## src/rtl/segx_pkg.sv

```systemverilog
package segx_pkg;
    localparam int PA_W      = 24;
    localparam int OFF_W     = 16;
    localparam int SEL_W     = 16;
    localparam int IDX_W     = 13;
    localparam int TLIM_W    = 16;
    localparam int ENT_BYTES = 8;
    localparam int ENT_SH    = $clog2(ENT_BYTES);
    localparam int CNT_W     = $clog2(ENT_BYTES);
    localparam int TI_BIT    = 2;
    localparam int KIND_BIT  = 4;
    localparam int TYPE_W    = 4;

    typedef enum logic [2:0] {
        FS_IDLE, FS_CALC, FS_READ, FS_DRAIN, FS_DECODE, FS_DONE
    } fetch_st_e;

    typedef struct packed {
        logic [7:0]        access;
        logic [PA_W-1:0]   base;
        logic [OFF_W-1:0]  limit;
    } desc_t;

    typedef struct packed {
        logic              valid;
        logic              sys;
        logic [TYPE_W-1:0] typ;
        logic [PA_W-1:0]   base;
        logic [OFF_W-1:0]  limit;
    } seg_cache_t;

    function automatic logic sys_type_ok(input logic [TYPE_W-1:0] t);
        return (t >= 4'd1) && (t <= 4'd7);
    endfunction
endpackage

```

## src/rtl/segx_table_sel.sv

```systemverilog
module segx_table_sel
    import segx_pkg::*;
(
    input  logic [SEL_W-1:0]  sel,
    input  logic [PA_W-1:0]   gbase,
    input  logic [TLIM_W-1:0] glim,
    input  logic [PA_W-1:0]   lbase,
    input  logic [TLIM_W-1:0] llim,
    output logic [PA_W-1:0]   entry_addr,
    output logic              bound_fault
);
    logic [IDX_W-1:0]  idx;
    logic              use_local;
    logic [TLIM_W-1:0] last_byte;
    logic [PA_W-1:0]   tbase;
    logic [TLIM_W-1:0] tlim;

    always_comb begin
        idx        = sel[SEL_W-1:TI_BIT+1];
        use_local  = sel[TI_BIT];
        tbase      = use_local ? lbase : gbase;
        tlim       = use_local ? llim  : glim;
        last_byte  = {idx, {ENT_SH{1'b1}}};
        entry_addr = tbase + PA_W'({idx, {ENT_SH{1'b0}}});
        bound_fault = last_byte > tlim;
    end
endmodule

```

## src/rtl/segx_fetch.sv

```systemverilog
module segx_fetch
    import segx_pkg::*;
(
    input  logic              clk,
    input  logic              rst,
    input  logic              ld_valid,
    input  logic [SEL_W-1:0]  ld_sel,
    input  logic              ld_sys,
    input  logic [PA_W-1:0]   gbase,
    input  logic [TLIM_W-1:0] glim,
    input  logic [PA_W-1:0]   lbase,
    input  logic [TLIM_W-1:0] llim,
    output logic              busy,
    output logic              mem_rd_en,
    output logic [PA_W-1:0]   mem_addr,
    input  logic [7:0]        mem_rdata,
    output logic              fin_vld,
    output logic              fin_bound,
    output logic              fin_sys,
    output desc_t             fin_desc
);
    fetch_st_e         st;
    logic [SEL_W-1:0]  sel_q;
    logic              sys_q;
    logic [PA_W-1:0]   entry_q;
    logic [CNT_W-1:0]  cnt;
    logic              cap_en;
    logic [CNT_W-1:0]  cap_idx;
    logic [7:0]        byte_q [ENT_BYTES];
    logic [PA_W-1:0]   entry_addr;
    logic              bound_fault;

    segx_table_sel u_tsel (
        .sel(sel_q), .gbase(gbase), .glim(glim), .lbase(lbase), .llim(llim),
        .entry_addr(entry_addr), .bound_fault(bound_fault)
    );

    always_ff @(posedge clk) begin
        if (rst) begin
            st      <= FS_IDLE;
            sel_q   <= '0;
            sys_q   <= 1'b0;
            entry_q <= '0;
            cnt     <= '0;
        end else begin
            unique case (st)
                FS_IDLE: if (ld_valid) begin
                    sel_q <= ld_sel;
                    sys_q <= ld_sys;
                    st    <= FS_CALC;
                end
                FS_CALC: begin
                    entry_q <= entry_addr;
                    cnt     <= '0;
                    st      <= bound_fault ? FS_DONE : FS_READ;
                end
                FS_READ: begin
                    cnt <= cnt + 1'b1;
                    if (cnt == CNT_W'(ENT_BYTES-1)) st <= FS_DRAIN;
                end
                FS_DRAIN:  st <= FS_DECODE;
                FS_DECODE: st <= FS_DONE;
                FS_DONE:   st <= FS_IDLE;
                default:   st <= FS_IDLE;
            endcase
        end
    end

    always_ff @(posedge clk) begin
        if (rst) begin
            cap_en  <= 1'b0;
            cap_idx <= '0;
        end else begin
            cap_en  <= (st == FS_READ);
            cap_idx <= cnt;
        end
    end

    for (genvar b = 0; b < ENT_BYTES; b++) begin : g_byte
        always_ff @(posedge clk) begin
            if (rst)
                byte_q[b] <= '0;
            else if (cap_en && cap_idx == CNT_W'(b))
                byte_q[b] <= mem_rdata;
        end
    end

    always_comb begin
        busy      = (st != FS_IDLE);
        mem_rd_en = (st == FS_READ);
        mem_addr  = entry_q + PA_W'(cnt);
        fin_bound = (st == FS_CALC);
        fin_vld   = (st == FS_CALC && bound_fault) || (st == FS_DECODE);
        fin_sys   = sys_q;
        fin_desc.limit  = {byte_q[1], byte_q[0]};
        fin_desc.base   = {byte_q[4], byte_q[3], byte_q[2]};
        fin_desc.access = byte_q[5];
    end
endmodule

```

## src/rtl/segx_cache.sv

```systemverilog
module segx_cache
    import segx_pkg::*;
(
    input  logic       clk,
    input  logic       rst,
    input  logic       fin_vld,
    input  logic       fin_bound,
    input  logic       fin_sys,
    input  desc_t      fin_desc,
    output logic       ld_done,
    output logic       ld_fault,
    output seg_cache_t cache
);
    logic              mem_kind;
    logic [TYPE_W-1:0] typ;
    logic              accept;

    always_comb begin
        mem_kind = fin_desc.access[KIND_BIT];
        typ      = fin_desc.access[TYPE_W-1:0];
        if (fin_bound)
            accept = 1'b0;
        else if (fin_sys)
            accept = !mem_kind && sys_type_ok(typ);
        else
            accept = mem_kind;
    end

    always_ff @(posedge clk) begin
        if (rst) begin
            ld_done  <= 1'b0;
            ld_fault <= 1'b0;
            cache    <= '0;
        end else begin
            ld_done  <= fin_vld;
            ld_fault <= fin_vld && !accept;
            if (fin_vld && accept) begin
                cache.valid <= 1'b1;
                cache.sys   <= !mem_kind;
                cache.typ   <= typ;
                cache.base  <= fin_desc.base;
                cache.limit <= fin_desc.limit;
            end
        end
    end
endmodule

```

## src/rtl/segx_path.sv

```systemverilog
module segx_path
    import segx_pkg::*;
(
    input  logic             clk,
    input  logic             rst,
    input  seg_cache_t       cache,
    input  logic             xl_req,
    input  logic [OFF_W-1:0] xl_off,
    output logic             xl_done,
    output logic             xl_fault,
    output logic [PA_W-1:0]  xl_pa
);
    logic over;

    always_comb over = !cache.valid || (xl_off > cache.limit);

    always_ff @(posedge clk) begin
        if (rst) begin
            xl_done  <= 1'b0;
            xl_fault <= 1'b0;
            xl_pa    <= '0;
        end else begin
            xl_done <= xl_req;
            if (xl_req) begin
                xl_fault <= over;
                xl_pa    <= over ? '0 : cache.base + PA_W'(xl_off);
            end
        end
    end
endmodule

```

## src/rtl/segx_top.sv

```systemverilog
module segx_top
    import segx_pkg::*;
(
    input  logic              clk,
    input  logic              rst,
    input  logic [PA_W-1:0]   gtab_base,
    input  logic [TLIM_W-1:0] gtab_lim,
    input  logic [PA_W-1:0]   ltab_base,
    input  logic [TLIM_W-1:0] ltab_lim,
    input  logic              ld_valid,
    input  logic [SEL_W-1:0]  ld_sel,
    input  logic              ld_sys,
    output logic              busy,
    output logic              mem_rd_en,
    output logic [PA_W-1:0]   mem_addr,
    input  logic [7:0]        mem_rdata,
    output logic              ld_done,
    output logic              ld_fault,
    output logic              seg_sys,
    output logic [TYPE_W-1:0] seg_type,
    input  logic              xl_req,
    input  logic [OFF_W-1:0]  xl_off,
    output logic              xl_done,
    output logic              xl_fault,
    output logic [PA_W-1:0]   xl_pa
);
    logic       fin_vld, fin_bound, fin_sys;
    desc_t      fin_desc;
    seg_cache_t cache;

    segx_fetch u_fetch (
        .clk(clk), .rst(rst), .ld_valid(ld_valid), .ld_sel(ld_sel), .ld_sys(ld_sys),
        .gbase(gtab_base), .glim(gtab_lim), .lbase(ltab_base), .llim(ltab_lim),
        .busy(busy), .mem_rd_en(mem_rd_en), .mem_addr(mem_addr), .mem_rdata(mem_rdata),
        .fin_vld(fin_vld), .fin_bound(fin_bound), .fin_sys(fin_sys), .fin_desc(fin_desc)
    );

    segx_cache u_cache (
        .clk(clk), .rst(rst), .fin_vld(fin_vld), .fin_bound(fin_bound),
        .fin_sys(fin_sys), .fin_desc(fin_desc),
        .ld_done(ld_done), .ld_fault(ld_fault), .cache(cache)
    );

    segx_path u_path (
        .clk(clk), .rst(rst), .cache(cache), .xl_req(xl_req), .xl_off(xl_off),
        .xl_done(xl_done), .xl_fault(xl_fault), .xl_pa(xl_pa)
    );

    always_comb begin
        seg_sys  = cache.sys;
        seg_type = cache.typ;
    end
endmodule

```

## config.mk

```make
export PLATFORM = sky130hd
export DESIGN_NAME = segx_top
export DESIGN_NICKNAME = d
export VERILOG_FILES = /design/src/rtl/segx_pkg.sv /design/src/rtl/segx_table_sel.sv /design/src/rtl/segx_fetch.sv /design/src/rtl/segx_cache.sv /design/src/rtl/segx_path.sv /design/src/rtl/segx_top.sv
export SDC_FILE = /design/constraint.sdc
export NUM_CORES = 1
export LEC_CHECK = 0
export ABC_AREA = 1
export ABC_CLOCK_PERIOD_IN_PS = 4600
export BUFFER_PORTS_ARGS = -buffer_cell sky130_fd_sc_hd__buf_2
export CAP_MARGIN = 40
export CORE_ASPECT_RATIO = 0.5
export CORE_MARGIN = 4
export CORE_UTILIZATION = 28
export CTS_BUF_LIST = sky130_fd_sc_hd__clkbuf_8
export DETAILED_ROUTE_END_ITERATION = 7
export HOLD_SLACK_MARGIN = 0.08
export SLEW_MARGIN = 0
export SYNTH_ARGS = -nofsm -noshare
export SYNTH_HDL_FRONTEND = slang
export SYNTH_SLANG_ARGS = --single-unit
```

## constraint.sdc

```tcl
create_clock -name clk -period 4.6 [get_ports clk]
set_clock_uncertainty 0.05 [all_clocks]
set_input_delay 1.15 -clock clk [delete_from_list [all_inputs] [get_ports clk]]
set_output_delay 1.15 -clock clk [all_outputs]
set_load 0.01 [all_outputs]
```

==> impl_metrics.py, run 1 <==
metrics = {
    "status": {
        "status": "finished clean",
    },
    "clock_network": {
        "cts_buffers": 17,
        "htreeDepth": 4,
        "cts-resized-gates": 0,
        "postCtsHoldBufs": 0,
        "cts_tree": "yes",
        "clock-sinks": 168,
        "clkTransAtPathRegs_ps": 100,
        "cts_setup_buffers": 0,
        "worstSkewPairLatency_ps": 500,
        "clockBufferDepth": 2,
        "clock-root-buffer": "clkbuf_8",
    },
    "critical_path": {
        "worst_ep_required_time_ps": 3400,
        "slowest_delay_ps": 410,
        "worst_path_max_delay_cell": "fa_1",
        "critPathKind": "flop to primary output",
        "cp-end-kind": "primary output",
        "path_cells": "ha_1, inv_1, fa_1, inv_1, nand2_1, nand2_2, nand4_4, nor2_4, nand3_2, nor2_4, nand2_2, nor2_2, xor2_1, buf_2",
        "start_kind": "flop",
        "critPathMaxFanout": 4,
        "timing.rr.start": "u_fetch.sel_q[2]$_SDFFE_PP0P_",
        "cp-startpoint": "u_fetch.cnt[0]$_SDFFE_PP0P_",
        "worstPathArrival_ps": 2750,
    },
    "synth": {
        "ys_ff_latch": 168,
        "synth-edff-count": 45,
        "yosys_warnings": 0,
        "async_flop_share_pct": 0,
        "synth-main-ff-cell": "dfxtp_1",
        "netlist-cell-type-count": 44,
        "synthCells": 1374,
        "synth_nets": 1565,
        "syn_area_per_cell_um2": 7.26,
        "syn-cell-area_um2": 9980,
        "yosysSeqAreaShare_pct": 38.2,
    },
    "floorplanning": {
        "core_region_area_um2": 34800,
        "placementRows": 48,
        "dieArea_um2": 38900,
        "top_level_ports": 184,
        "start_util_pct": 28.7,
        "dieWidth_um": 275,
        "die_y_um": 142,
    },
    "power_and_ir_drop": {
        "leakage_nw": 5.51,
        "ir_drop_uv": 176,
        "powerDensity_nw_per_um2": 349,
    },
    "grt": {
        "grt_max_degree": 70,
        "busiest_layer": "met2",
        "grt_util_all_layers_pct": 14.4,
        "gr-total-overflow": 0,
        "antenna_found_initial": 0,
        "grt.met3_usage_pct": 3.33,
        "met1_usage_pct": 17.6,
        "grtUsageMet2_pct": 25.3,
        "grt_pass1_wl_um": 44500,
        "grt_pass1_vias": 8752,
    },
    "placed_design": {
        "dp_hpwl_um": 21300,
        "portBuffers": 181,
        "gp_congestion": 0.878,
        "place_area_um2": 11300,
    },
    "sta": {
        "rsz0062_at_grt": "false",
        "worst_pin_slew_ps": 784,
        "maxSlewHeadroom_pct": 47.8,
        "clock.fmax_ghz": 0.253,
        "post-route-min-period_ps": 3950,
        "final-setup-viol-count": 0,
        "tns_ps": 0,
        "period_share_pct": 85.9,
        "finalHoldViolations": 0,
        "drv_slew": 0,
    },
    "layout": {
        "fill_cells": 3821,
        "design_area_um2": 11800,
        "drive_gt1_share_pct": 17.2,
        "area_delta_synth_final_pct": 17.8,
        "nets": 1729,
    },
    "drt": {
        "drt-initial-drc-count": 432,
        "drc": 0,
        "viasPerCell": 4.41,
        "vias": 8945,
        "antenna_left": 0,
        "finalWirelength_um": 27100,
        "first_pass_iters": 5,
        "wl_per_cell_um": 13.4,
    },
    "job": {
        "maxCapViolCount": 0,
    },
    "min_path": {
        "hold_class": "flop to flop",
        "hp-start": "u_cache.cache[45]$_SDFFE_PP0P_",
    },
}
per-layer routing:
metal	vias to the layer above	share of wire [%]	wire (µm)
li1	4795	-	-
met5	-	0	0
met2	161	48	13100
met4	0	2.3	633
met1	3945	46	12400
met3	44	3.7	1010
synthesized netlist by cell type (5+ instances only):
master	number	area, µm²
inv_1	174	653
nand3_1	79	395
xnor2_1	5	43.8
nor2_4	5	56.3
o21ai_0	42	210
inv_2	6	22.5
buf_2	14	70.1
ha_1	63	788
or2_2	5	31.3
nand2_2	9	56.3
nand4_1	21	131
mux2i_1	12	120
xor2_1	32	280
nor2_1	111	417
dfxtp_1	123	2460
edfxtp_1	45	1350
nand3b_1	5	37.5
o21ai_1	26	130
a21oi_1	142	711
a21o_1	6	45.0
buf_4	10	75.1
nor2_2	5	31.3
clkbuf_1	20	75.1
nor3_1	8	40.0
nand2_1	369	1390
worst max-delay path: cells and delay by family, from the launching register on:
family | cells | cell delay (ps)
xor+xnor | 1 | 150
fa+ha+maj | 2 | 610
buf+inv | 3 | 280
flops | 1 | 400
simple gates | 8 | 840
layout make-up:
class / instances / area [µm²] / share of cell area, %
clock inverter: 15 / 180 / 1.53
multi-input combinational: 980 / 5270 / 44.8
inverter: 180 / 676 / 5.74
sequential: 168 / 3810 / 32.4
antenna: 1 / 2.50 / 0.0213
timing repair buffer: 191 / 996 / 8.47
clock buffer: 17 / 234 / 1.99
tap: 475 / 594 / 5.05
placed cells by master, fill, tap and decap left out, types with 9 or more instances in the layout:
cell,count
a21oi_1,142
buf_2,181
clkbuf_8,17
dfxtp_1,122
edfxtp_1,45
ha_1,63
inv_1,173
mux2i_1,12
nand2_1,369
nand2_2,9
nand3_1,79
nand4_1,21
nor2_1,111
o21ai_0,42
o21ai_1,26
xor2_1,32
cell families (layout without fill, tap and decap cells):
kind of cell,after synthesis,in the layout,share of synthesized area [%]
AO/OA/AOI/OAI,233,233,12.2
XOR/XNOR,37,37,3.25
adder cells (fa/ha/maj),66,66,8.50
buffers and inverters,226,403,9.05
flip-flops,168,168,38.2
multiplexers,12,12,1.20
other,0,1,0
AND/OR/NAND/NOR,632,632,27.6
report_power, final:
group	total (mW)	internal (mW)	switching [mW]
combinational	1.23	0.443	0.783
sequential	1.76	1.65	0.115
clock	1.11	0.460	0.654
total	4.10	2.55	1.55
per-stage QoR:
stage | power (mW) | cells | utilization (%) | hold slack [ps] | worst slack [ps]
global route | 4.42 | 2026 | 33.8 | 430 | 407
detailed placement | 3.04 | 1994 | 32.6 | 391 | 1160
finish | 4.10 | 2027 | 33.8 | 403 | 647
global placement | 3.01 | 1992 | 32.5 | 387 | 1200
CTS | 4.17 | 2026 | 33.8 | 407 | 576
floorplan | 2.63 | 1374 | - | 380 | 1470
final timing paths:
path	to	slack (ps)	cells after the start
worst max register to register	u_cache.ld_fault$_SDFF_PP0_	1760	11
worst max-delay path	mem_addr[20]	650	14
worst min-delay path	u_cache.cache[45]$_SDFFE_PP0P_	400	2
worst min register to register	u_cache.cache[45]$_SDFFE_PP0P_	400	2
state kept, by name (all words and copies together), names as in the netlist, 4 cells and up:
signal / flops
u_path.xl_pa: 24
u_cache.cache: 42
u_fetch.sel_q: 14
u_fetch.entry_q: 24
u_fetch.byte_q: 45
seg_type: 4
(Power assumes the default switching activity.)
==> run 2: changes to the inputs <==
--- a/config.mk
+++ b/config.mk
@@ -11,10 +11,11 @@
 export CAP_MARGIN = 40
 export CORE_ASPECT_RATIO = 0.5
 export CORE_MARGIN = 4
-export CORE_UTILIZATION = 28
+export CORE_UTILIZATION = 45
 export CTS_BUF_LIST = sky130_fd_sc_hd__clkbuf_8
 export DETAILED_ROUTE_END_ITERATION = 7
 export HOLD_SLACK_MARGIN = 0.08
+export PLACE_DENSITY = 0.67
 export SLEW_MARGIN = 0
 export SYNTH_ARGS = -nofsm -noshare
 export SYNTH_HDL_FRONTEND = slang
==> impl_metrics.py, run 2 (same netlist as run 1, synthesis figures left out) <==
metrics = {
    "drt": {
        "finalWirelength_um": 26100,
        "antenna_left": 0,
        "first_pass_iters": 5,
        "drt-initial-drc-count": 472,
        "vias": 9218,
        "drc": 0,
        "wl_per_cell_um": 14.1,
        "viasPerCell": 4.98,
    },
    "power_and_ir_drop": {
        "p_int_mw": 2.59,
        "ir_drop_uv": 176,
        "combPwrFrac_pct": 29.8,
        "pwr-share-seq_pct": 42.8,
        "powerDensity_nw_per_um2": 357,
        "power.switching_mw": 1.53,
        "p_sw_share_pct": 37.1,
        "clockPowerShare_pct": 27.4,
        "leakage_nw": 5.52,
    },
    "placed_design": {
        "gp_congestion": 0.912,
        "portBuffers": 181,
        "dp_cells": 1818,
        "dp_hpwl_um": 20900,
    },
    "clock_network": {
        "cts-resized-gates": 0,
        "clock-root-buffer": "clkbuf_8",
        "postCtsHoldBufs": 0,
        "clock-sinks": 168,
        "cts_buffers": 17,
        "htreeDepth": 4,
        "clockBufferDepth": 2,
        "worstSkewPairLatency_ps": 480,
        "clkTransAtPathRegs_ps": 90,
        "cts_setup_buffers": 0,
        "cts_tree": "yes",
    },
    "floorplanning": {
        "die_y_um": 113,
        "core_region_area_um2": 21700,
        "top_level_ports": 184,
        "dieArea_um2": 24800,
        "start_util_pct": 45.9,
        "dieWidth_um": 219,
        "placementRows": 38,
    },
    "layout": {
        "drive_gt1_share_pct": 17.0,
        "final_cell_mix": "369 x nand2_1, 181 x buf_2, 175 x inv_1, 142 x a21oi_1, 123 x dfxtp_1",
        "largest_reg_flops": 45,
        "utilization_pct": 53.1,
        "top_regs": "u_fetch.byte_q: 45 flops, u_cache.cache: 42 flops",
        "final_common_cell": "nand2_1",
        "nets": 1728,
        "n_antenna_cell": 0,
        "regMostFlops": "u_fetch.byte_q",
        "fill_cells": 2175,
        "instances_no_fill": 1850,
        "area_delta_synth_final_pct": 15.6,
    },
    "critical_path": {
        "cp-end-kind": "primary output",
        "worst_ep_required_time_ps": 3400,
        "critPathKind": "flop to primary output",
        "reg2reg_slack_ps": 1580,
        "worstPathArrival_ps": 2680,
        "critPathMaxFanout": 4,
        "start_kind": "flop",
    },
    "sta": {
        "hold_slack_ps": 411,
        "finalHoldViolations": 0,
        "period_share_pct": 84.3,
        "drv_slew": 0,
        "rsz0062_at_grt": "false",
        "tns_ps": 0,
        "maxSlewHeadroom_pct": 48.9,
        "clock.fmax_ghz": 0.258,
        "worst_pin_slew_ps": 766,
        "post-route-min-period_ps": 3880,
        "final-setup-viol-count": 0,
    },
    "grt": {
        "grt_pass1_vias": 8868,
        "antenna_found_initial": 0,
        "gr-total-overflow": 0,
        "grt_pass1_wl_um": 42500,
        "grt_max_degree": 70,
        "grt_util_all_layers_pct": 21.4,
    },
    "status": {
        "status": "finished clean",
    },
    "min_path": {
        "hold_class": "flop to flop",
    },
    "job": {
        "maxCapViolCount": 0,
    },
}
run 2: cell count changes in the layout (fill, tap and decap cells not counted), sizes merged:
cell / change
clkinvlp: -2
inv: +1
bufinv: +1
buf: -1
diode: -1
run 2: layout make-up:
class / count / area (µm²) / area share (%)
Multi-Input combinational cell: 980 / 5270 / 45.6
Sequential cell: 168 / 3810 / 33.1
Timing Repair Buffer: 190 / 985 / 8.53
Inverter: 180 / 676 / 5.86
Tap cell: 300 / 375 / 3.25
Clock buffer: 17 / 234 / 2.03
Clock inverter: 15 / 189 / 1.64
run 2: path summary, 6_finish.rpt:
check,cells after the start,startpoint,to
setup / recovery,14,u_fetch.cnt[0]$_SDFFE_PP0P_,mem_addr[20]
hold / removal,2,u_cache.cache[45]$_SDFFE_PP0P_,u_cache.cache[45]$_SDFFE_PP0P_
setup reg to reg,15,u_fetch.sel_q[2]$_SDFFE_PP0P_,u_fetch.entry_q[17]$_SDFFE_PP0N_
hold reg to reg,2,u_cache.cache[45]$_SDFFE_PP0P_,u_cache.cache[45]$_SDFFE_PP0P_
run 2: power by group through the flow:
stage,clock network [mW],registers [mW],logic [mW]
2_1_floorplan,0,1.76,0.873
3_3_place_gp,0,1.79,1.20
3_5_place_dp,0,1.80,1.23
4_1_cts,1.16,1.77,1.23
5_1_grt,1.23,1.78,1.40
6_report,1.13,1.76,1.23
run 2: per-layer routing:
metal,routed length (µm),up-vias,share of wire [%],track usage [%]
met3,937,25,3.6,4.16
met2,12700,177,48,38.5
li1,-,4790,-,-
met4,291,0,1.1,4.33
met5,0,-,0,0
met1,12300,4226,47,26.9
run 2: worst max-delay path, cell delays in order (launching register included):
cell	delay, ps
dfxtp_1	390
ha_1	190
inv_1	50
fa_1	400
inv_1	70
nand2_1	60
nand2_2	90
nand4_4	100
nor2_4	160
nand3_2	120
nor2_4	130
nand2_2	80
nor2_2	100
xor2_1	140
buf_2	140
run 2: stage by stage:
| stage | total power [mW] | instance area (µm²) | setup slack (ps) |
|---|---|---|---|
| global route | 4.41 | 11500 | 488 |
| finish | 4.12 | 11500 | 723 |
| CTS | 4.16 | 11500 | 666 |
| floorplan | 2.63 | 9980 | 1470 |
| detailed placement | 3.03 | 11100 | 1200 |
| global placement | 2.99 | 11100 | 1200 |
==> run 3: changes to the inputs <==
--- a/config.mk
+++ b/config.mk
@@ -6,7 +6,7 @@
 export NUM_CORES = 1
 export LEC_CHECK = 0
 export ABC_AREA = 1
-export ABC_CLOCK_PERIOD_IN_PS = 4600
+export ABC_CLOCK_PERIOD_IN_PS = 3900
 export BUFFER_PORTS_ARGS = -buffer_cell sky130_fd_sc_hd__buf_2
 export CAP_MARGIN = 40
 export CORE_ASPECT_RATIO = 0.5
==> constraint.sdc (replaced) <==
create_clock -name clk -period 3.9 [get_ports clk]
set_clock_uncertainty 0.05 [all_clocks]
set_input_delay 0.975 -clock clk [delete_from_list [all_inputs] [get_ports clk]]
set_output_delay 0.975 -clock clk [all_outputs]
set_load 0.01 [all_outputs]
==> impl_metrics.py, run 3 (same netlist as run 1, synthesis figures left out) <==
metrics = {
    "sta": {
        "tns_ps": 0,
        "drv_slew": 0,
        "final-setup-viol-count": 0,
        "post-route-min-period_ps": 3640,
        "period_share_pct": 93.4,
        "worst_pin_slew_ps": 736,
        "rsz0062_at_grt": "false",
        "finalHoldViolations": 0,
        "maxSlewHeadroom_pct": 50.9,
        "clock.fmax_ghz": 0.275,
        "hold_slack_ps": 405,
    },
    "power_and_ir_drop": {
        "fin_total_pwr_mw": 4.98,
        "powerDensity_nw_per_um2": 428,
        "ir_drop_uv": 199,
        "leakage_nw": 5.55,
    },
    "layout": {
        "n_antenna_cell": 0,
        "top_regs": "u_fetch.byte_q: 45 flops, u_cache.cache: 42 flops",
        "regMostFlops": "u_fetch.byte_q",
        "area_delta_synth_final_pct": 16.6,
        "fill_cells": 2165,
        "instances_no_fill": 1853,
        "final_cell_mix": "369 x nand2_1, 181 x buf_2, 174 x inv_1, 142 x a21oi_1, 122 x dfxtp_1",
        "final_common_cell": "nand2_1",
        "drive_gt1_share_pct": 17.4,
        "utilization_pct": 53.6,
        "nets": 1731,
        "largest_reg_flops": 45,
    },
    "grt": {
        "grt_max_degree": 70,
        "grt_pass1_vias": 8794,
        "antenna_found_initial": 0,
        "grt_util_all_layers_pct": 21.7,
        "gr-total-overflow": 0,
        "grt_pass1_wl_um": 42900,
    },
    "clock_network": {
        "htreeDepth": 4,
        "cts_buffers": 17,
        "clock-sinks": 168,
        "clkTransAtPathRegs_ps": 90,
        "clock-root-buffer": "clkbuf_8",
        "cts_tree": "yes",
        "worstSkewPairLatency_ps": 480,
        "clockBufferDepth": 2,
        "postCtsHoldBufs": 0,
    },
    "drt": {
        "first_pass_iters": 4,
        "antenna_left": 0,
        "dr_wl_met3_um": 994,
        "wl_met2_um": 12700,
        "wl_met1_um": 12300,
        "wl_per_cell_um": 14.2,
        "finalWirelength_um": 26400,
        "dr.max_layer_used": "met4",
        "drt-initial-drc-count": 416,
        "drc": 0,
        "viasPerCell": 4.96,
        "vias": 9197,
    },
    "floorplanning": {
        "start_util_pct": 45.9,
        "core_region_area_um2": 21700,
        "top_level_ports": 184,
        "dieArea_um2": 24800,
        "die_y_um": 113,
        "dieWidth_um": 219,
        "placementRows": 38,
    },
    "placed_design": {
        "portBuffers": 181,
        "dp_hpwl_um": 21200,
        "gp_congestion": 0.901,
        "dp_cells": 1820,
    },
    "critical_path": {
        "crit_buf_inv": 4,
        "start_kind": "flop",
        "path_delay_family": "simple AND/OR/NAND/NOR gates",
        "worstPathArrival_ps": 2620,
        "worst-path-stages": 14,
        "slowest_delay_ps": 350,
        "cp-end-kind": "primary output",
        "critPathKind": "flop to primary output",
        "worst_path_max_delay_cell": "dfxtp_2",
        "critPathMaxFanout": 4,
        "worst_ep_required_time_ps": 2870,
        "rr_worst_depth": 17,
        "path_cells": "ha_1, inv_1, fa_2, inv_1, nand2_1, nand2_2, nand4_4, nor2_4, nand3_4, nor2_4, buf_4, nand3_1, xor2_1, buf_2",
    },
    "job": {
        "maxCapViolCount": 0,
    },
    "status": {
        "status": "finished clean",
    },
    "min_path": {
        "hold_class": "flop to flop",
        "hold_depth": 2,
    },
}
-- run 3: cell count changes in the layout (fill, tap and decap cells not counted), sizes merged --
cell      delta
clkinvlp     +3
buf          +3
clkbuf       +1
inv          -3
clkinv       -3
bufinv       +2
-- run 3: final cells by class --
class | instances | area (µm²) | area share [%]
Clock buffer | 18 | 248 | 2.13
Clock inverter | 14 | 210 | 1.81
Inverter | 180 | 676 | 5.81
Multi-Input combinational cell | 980 | 5280 | 45.3
Sequential cell | 168 | 3810 | 32.8
Tap cell | 300 | 375 | 3.23
Timing Repair Buffer | 193 | 1040 | 8.93
-- run 3: worst paths after layout --
| kind | slack [ps] | endpoint | start |
|---|---|---|---|
| worst max register to register | 1190 | u_fetch.entry_q[15]$_SDFFE_PP0N_ | u_fetch.sel_q[2]$_SDFFE_PP0P_ |
| worst min-delay path | 410 | u_cache.cache[45]$_SDFFE_PP0P_ | u_cache.cache[45]$_SDFFE_PP0P_ |
| worst min register to register | 410 | u_cache.cache[45]$_SDFFE_PP0P_ | u_cache.cache[45]$_SDFFE_PP0P_ |
| worst max-delay path | 260 | mem_addr[22] | u_fetch.cnt[0]$_SDFFE_PP0P_ |
-- run 3: stage by stage --
step                      setup slack [ps]  cell area [µm²]
after global placement                 750            11100
after CTS                              168            11600
after floorplan                        942             9980
after global routing                  34.7            11600
after detailed placement               711            11200
final                                  257            11600
-- run 3: worst register-to-register path, cell delays in order (launching register included) --
cell and delay [ps]:
dfxtp_1 360, buf_4 230, inv_2 220, nand2_1 120, nand2_1 80, ha_1 220, fa_1 410, nand3_1 110
nand2_1 100, nand2_1 80, nand2_1 110, nand2_1 80, nand3_1 80, nand2_1 80, inv_1 40, o21ai_0 200
nand2_1 70, inv_1 50
-- run 3: power by group --
part           leakage [nW]  internal (mW)  total [mW]  switching, mW
sequential             1.46           1.95        2.07          0.126
clock                 0.221          0.730        1.43          0.700
combinational          3.87          0.525        1.48          0.951
total                  5.55           3.20        4.98           1.78
-- run 3: per-layer routing --
layer | global-route usage, % | vias to the layer above
li1 | - | 4787
met1 | 27.9 | 4220
met2 | 38.0 | 162
met3 | 3.92 | 28
met4 | 5.60 | 0
met5 | 0 | -
-- run 3: what timing repair did --
item,CTS,global route
buffers inserted,0,1
hold endpoints to repair,0,0
gates resized for setup,0,3
setup endpoints to repair,0,1
